--- src/rtl/ow_id_fetch.sv ---
module ow_id_fetch #(
  parameter int NBYTES = 28,
  parameter int SIG_OFS = 11,
  parameter int SIG_LEN = 16,
  parameter logic [8*SIG_LEN-1:0] SIGNATURE = "NODE-ID-MAC48-v1",
  parameter logic [23:0] PREFIX = 24'h00E0EE,
  parameter int MAC_IDX = 5,
  parameter logic [7:0] CMD_SKIP = 8'hCC,
  parameter logic [7:0] CMD_READ = 8'hF0
) (
  input  logic        clk,
  input  logic        rst_n,
  input  logic        start,
  output logic        req_valid,
  output logic [1:0]  req_op,
  output logic [7:0]  req_data,
  input  logic        bus_done,
  input  logic        bus_presence,
  input  logic [7:0]  bus_rdata,
  output logic [47:0] mac_addr,
  output logic [1:0]  err_code,
  output logic        done
);
  localparam int CW = $clog2(NBYTES + 2);
  localparam int IW = $clog2(NBYTES);
  localparam int KW = $clog2(SIG_LEN);
  localparam logic [1:0] OP_RST = 2'd0, OP_WR = 2'd1, OP_RD = 2'd2;
  localparam logic [1:0] E_OK = 2'd0, E_ABSENT = 2'd1, E_BADSIG = 2'd2;
  localparam logic [47:0] FALLBACK = {PREFIX, 24'hFFFFFF};

  typedef enum logic [2:0] {S_IDLE, S_RST, S_WR, S_RD, S_CMP} state_t;
  state_t st;
  logic [CW-1:0] cnt;
  logic [7:0] mem [NBYTES];

  logic [KW-1:0] cmp_k;
  logic [IW-1:0] cmp_idx;
  logic [7:0] sig_chr;
  assign cmp_k   = (int'(cnt) < SIG_LEN) ? KW'(cnt) : '0;
  assign cmp_idx = IW'(SIG_OFS) + IW'(cmp_k);
  assign sig_chr = SIGNATURE[8*(SIG_LEN-1-int'(cmp_k)) +: 8];

  always_ff @(posedge clk or negedge rst_n) begin
    if (!rst_n) begin
      st <= S_IDLE;
      cnt <= '0;
      req_valid <= 1'b0;
      req_op <= OP_RST;
      req_data <= '0;
      mac_addr <= '0;
      err_code <= E_OK;
      done <= 1'b0;
      for (int i = 0; i < NBYTES; i++) mem[i] <= '0;
    end else begin
      done <= 1'b0;
      case (st)
        S_IDLE: if (start) begin
          for (int i = 0; i < NBYTES; i++) mem[i] <= '0;
          cnt <= '0;
          req_valid <= 1'b1;
          req_op <= OP_RST;
          req_data <= '0;
          st <= S_RST;
        end
        S_RST: if (bus_done) begin
          if (bus_presence) begin
            req_op <= OP_WR;
            req_data <= CMD_SKIP;
            cnt <= '0;
            st <= S_WR;
          end else begin
            req_valid <= 1'b0;
            mac_addr <= FALLBACK;
            err_code <= E_ABSENT;
            done <= 1'b1;
            st <= S_IDLE;
          end
        end
        S_WR: if (bus_done) begin
          if (cnt == CW'(3)) begin
            req_op <= OP_RD;
            req_data <= '0;
            cnt <= '0;
            st <= S_RD;
          end else begin
            req_data <= (cnt == '0) ? CMD_READ : 8'h00;
            cnt <= cnt + 1'b1;
          end
        end
        S_RD: if (bus_done) begin
          if (cnt != '0) mem[IW'(cnt - 1'b1)] <= bus_rdata;
          if (cnt == CW'(NBYTES)) begin
            req_valid <= 1'b0;
            cnt <= '0;
            st <= S_CMP;
          end else begin
            cnt <= cnt + 1'b1;
          end
        end
        S_CMP: begin
          if (mem[cmp_idx] != sig_chr) begin
            mac_addr <= FALLBACK;
            err_code <= E_BADSIG;
            done <= 1'b1;
            st <= S_IDLE;
          end else if (cnt == CW'(SIG_LEN - 1)) begin
            mac_addr <= {PREFIX, mem[MAC_IDX+2], mem[MAC_IDX+1], mem[MAC_IDX]};
            err_code <= E_OK;
            done <= 1'b1;
            st <= S_IDLE;
          end else begin
            cnt <= cnt + 1'b1;
          end
        end
        default: st <= S_IDLE;
      endcase
    end
  end

  p_done_pulse_r9: assert property (@(posedge clk) disable iff (!rst_n)
    done |=> !done);
  p_result_hold_r9: assert property (@(posedge clk) disable iff (!rst_n)
    !done |=> (done || $stable(mac_addr)) && (done || $stable(err_code)));
  p_req_hold_r6: assert property (@(posedge clk) disable iff (!rst_n)
    (req_valid && !bus_done) |=> req_valid && $stable(req_op) && $stable(req_data));
  p_prefix_r7: assert property (@(posedge clk) disable iff (!rst_n)
    done |-> mac_addr[47:24] == PREFIX);
  p_fallback_r8: assert property (@(posedge clk) disable iff (!rst_n)
    (done && err_code != E_OK) |-> mac_addr[23:0] == 24'hFFFFFF);
  p_no_req_after_done_r2: assert property (@(posedge clk) disable iff (!rst_n)
    done |-> !req_valid);
  p_err_legal_r3: assert property (@(posedge clk) disable iff (!rst_n)
    err_code != 2'd3);
endmodule

--- config.mk ---
export PLATFORM = sky130hd
export DESIGN_NAME = ow_id_fetch
export DESIGN_NICKNAME = d
export VERILOG_FILES = /design/src/rtl/ow_id_fetch.sv
export SDC_FILE = /design/constraint.sdc
export NUM_CORES = 1
export LEC_CHECK = 0
export CORE_MARGIN = 8
export CORE_UTILIZATION = 50
export DETAILED_ROUTE_END_ITERATION = 12
export MAX_ROUTING_LAYER = met4
export PLACE_DENSITY = 0.77
export SLEW_MARGIN = 25
export SYNTH_ARGS = -nofsm -noshare
export SYNTH_HDL_FRONTEND = slang
export SYNTH_SLANG_ARGS = --single-unit
--- constraint.sdc ---
create_clock -name clk -period 5.5 [get_ports clk]
set_input_delay 0.825 -clock clk [delete_from_list [all_inputs] [get_ports clk]]
set_output_delay 0.825 -clock clk [all_outputs]
set_load 0.01 [all_outputs]
==> results.cfg, run 1 <==
[status]
outcome = complete, no violations

[placed_design]
place_hpwl_um = 26200
portBuffers = 57
dpl.cell_count = 1616
dpl-instance-area_um2 = 13500
gp_congestion = 0.967

[clock_network]
worstSkewPairLatency_ps = 560
cts_made_buffers = 28
clock_path_buffers = 3
clock-sinks = 266
post_cts_buffers = 0
clk_pin_slew_ps = 60
holdBufCountCts = 0
cts_root_buffer = clkbuf_16
cts_resized = 0
h-tree-depth = 1
cts_tree = done

[sta]
hold_viol = 0
fin_crit_ps = 4710
tns_ps = 0
slew_violations = 0
fin_skew_ps = 18.3
relSlewSlack = 0.359
rsz0062_at_grt = no
max_freq_mhz = 212
finalCritPeriodShare = 0.856
setup_viol = 0
tightest_slew_ps = 961

[synthesis]
netlist_area_um2 = 12800
synth_edf_count = 0
ys_seq_elements = 266
yosys.area.top_type = dfrtp_1
synth_top_area_share = 0.520
netlist_instances = 1283
synth_seq_area_share = 0.520
yosysWarnings = 0
synth.distinct_cells = 64
synth_common_cells = nand2_1, dfrtp_1, o21ai_0, mux4_2, clkbuf_1
ys.flop_type = dfrtp_1
synth_most_common_cell = nand2_1
netlist_top_cells_area = dfrtp_1, nand2_1, o21ai_0
async_flop_share = 1.00
synth.avg_cell_area_um2 = 9.98

[floorplanning]
boundaryPins = 75
fp-row-count = 58
die_w_um = 176
initial_utilization = 0.508
die_h_um = 176
fp.dieArea_um2 = 31000
core_um2 = 25200

[routing]
drt_pass1_iterations = 6
ant_nets = 0
wirelength_um = 38300
drtIter0Drc = 1283
wl_per_cell_um = 23.0
post-route-drc-count = 0
via_count = 10500
viasPerCell = 6.28

[global_routing]
antenna_found_initial = 0
grtUsageMet3 = 0.0425
grt_pass1_wl_um = 60700
grt_max_degree = 96
grt.met2_usage = 0.377
gr-max-usage-layer = met2
grt_overflow_total = 0
grt_pass1_vias = 10300
met1_usage = 0.357
track_usage = 0.255

[cells_and_area]
fin_util = 0.576
layout-drive-gt1-share = 0.105
layout-area-overhead-vs-synth_pct = 13.3
antennaDiodeCount = 0
fin_area_um2 = 14500
nets = 1343
instances_no_fill = 1668

[worst_setup_path]
cp-start-kind = register
r2r-start = cnt[4]
crit_type = reg -> reg
crit_path_start = cnt[4]
critPathCaptureType = register
crit_path_max_incr_delay_ps = 670
cpMaxStageDelayCell = o211ai_1
path_cells = buf_4, and2b_2, inv_4, ha_1, buf_4, nor2b_1, a31oi_1, o211ai_1, a221oi_1, a22oi_1, xor2_1, o211ai_1, nor4_4, o21ai_4, or2_2
worst_ep_arrival_time_ps = 5130
crit_fanout = 26
worstPathRequired_ps = 5920

[power]
p_int_mw = 3.72
power.share.switching = 0.372
p_leak_nw = 6.03
p_seq_frac = 0.358
ir_worst_vdd_v = 0.000343
power.total_mw = 5.92
p_clk_frac = 0.330
power_density_nw_per_um2 = 408
p_sw_mw = 2.20
combPwrFrac = 0.312

[run]
drv_cap = 0

[min_path]
worstHoldPathType = in -> async
[routing by layer]
metal,vias up,routed length [µm]
met5,-,0
met4,0,1360
met3,100,3940
met2,632,17200
met1,5187,15800
li1,4552,-
[power groups by stage]
| stage | registers [mW] | logic (mW) | clock network, mW |
|---|---|---|---|
| global route | 2.13 | 1.97 | 2.05 |
| floorplan | 2.11 | 1.22 | 0 |
| CTS | 2.12 | 1.81 | 1.97 |
| detailed placement | 2.15 | 1.80 | 0 |
| global placement | 2.15 | 1.77 | 0 |
| finish | 2.12 | 1.84 | 1.95 |
[cells by family (layout without fill, tap and decap cells)]
group                    after synthesis  after routing  synth area share
AND/OR/NAND/NOR                      467            467             0.150
AO/OA/AOI/OAI                        350            350             0.160
flip-flops                           266            266             0.520
buffers and inverters                105            144            0.0427
multiplexers                          74             74             0.109
adder cells (fa/ha/maj)               14             14            0.0137
XOR/XNOR                               6              6           0.00410
other                                  1             17          0.000293
[sequential cells by signal, indices dropped and copies added (netlist names)]
| signal | cells |
|---|---|
| cnt | 5 |
| done | 1 |
| err_code | 2 |
| mac_addr | 25 |
| mem | 224 |
| req_data | 3 |
| req_op | 2 |
| req_valid | 1 |
| st | 3 |
[area by class of cell]
cell class | count | area (µm²)
sequential | 266 | 6660
timing repair buffer | 78 | 733
clock inverter | 10 | 131
tap | 330 | 413
multi-input combinational | 928 | 5680
inverter | 14 | 55.1
clock buffer | 42 | 843
fill | 2098 | 10700
[path summary, 6_finish.rpt]
kind	end	slack, ps	depth (start not counted)
min in group clk	mem[19]	480	2
min reg2reg	mem[19]	480	2
max reg2reg	mac_addr[38]	790	15
min	mac_addr[0]	290	1
max	mac_addr[38]	790	15
max in group asynchronous	mem[0]	3880	2
[worst max-delay path: cells and delay by family, from the launching register on]
kind / cells / cell delay (ps)
buffers and inverters: 3 / 520
DFF: 1 / 350
AOI/OAI and AO/OA: 6 / 1850
xor gates and xnor gates: 1 / 170
adders and majority gates: 1 / 210
and+or+nand+nor: 4 / 1470
[layout by cell type, fill, tap and decap left out, drive strengths merged, types with 3 or more instances in the layout]
cell type	netlist	routed
a21oi	26	26
a221o	3	3
a221oi	6	6
a22oi	15	15
a31oi	5	5
and2	3	3
buf	53	22
clkbuf	38	42
clkdlybuf4s50	0	56
clkinv	1	7
conb	1	17
dfrtp	266	266
ha	14	14
inv	13	14
mux2	8	8
mux2i	14	14
mux4	52	52
nand2	368	368
nand2b	5	5
nand3	24	24
nand4	4	4
nor2	34	34
nor2b	7	7
nor3	9	9
o211ai	5	5
o21ai	240	240
o221ai	3	3
o22a	26	26
o22ai	3	3
o31ai	4	4
xnor2	4	4
[per-stage QoR]
step	hold WS [ps]	worst slack, ps
after floorplan	444	1170
after global placement	457	924
after detailed placement	466	864
after CTS	318	852
after global routing	343	518
final	294	790
Power figures use the tool's default switching activity.
==> run 2, diff against run 1 <==
--- a/config.mk
+++ b/config.mk
@@ -5,6 +5,7 @@
 export SDC_FILE = /design/constraint.sdc
 export NUM_CORES = 1
 export LEC_CHECK = 0
+export CAP_MARGIN = 30
 export CORE_MARGIN = 8
 export CORE_UTILIZATION = 50
 export DETAILED_ROUTE_END_ITERATION = 12
==> results of run 2 <==
No change in the layout: final DEF, timing and power equal those of run 1.
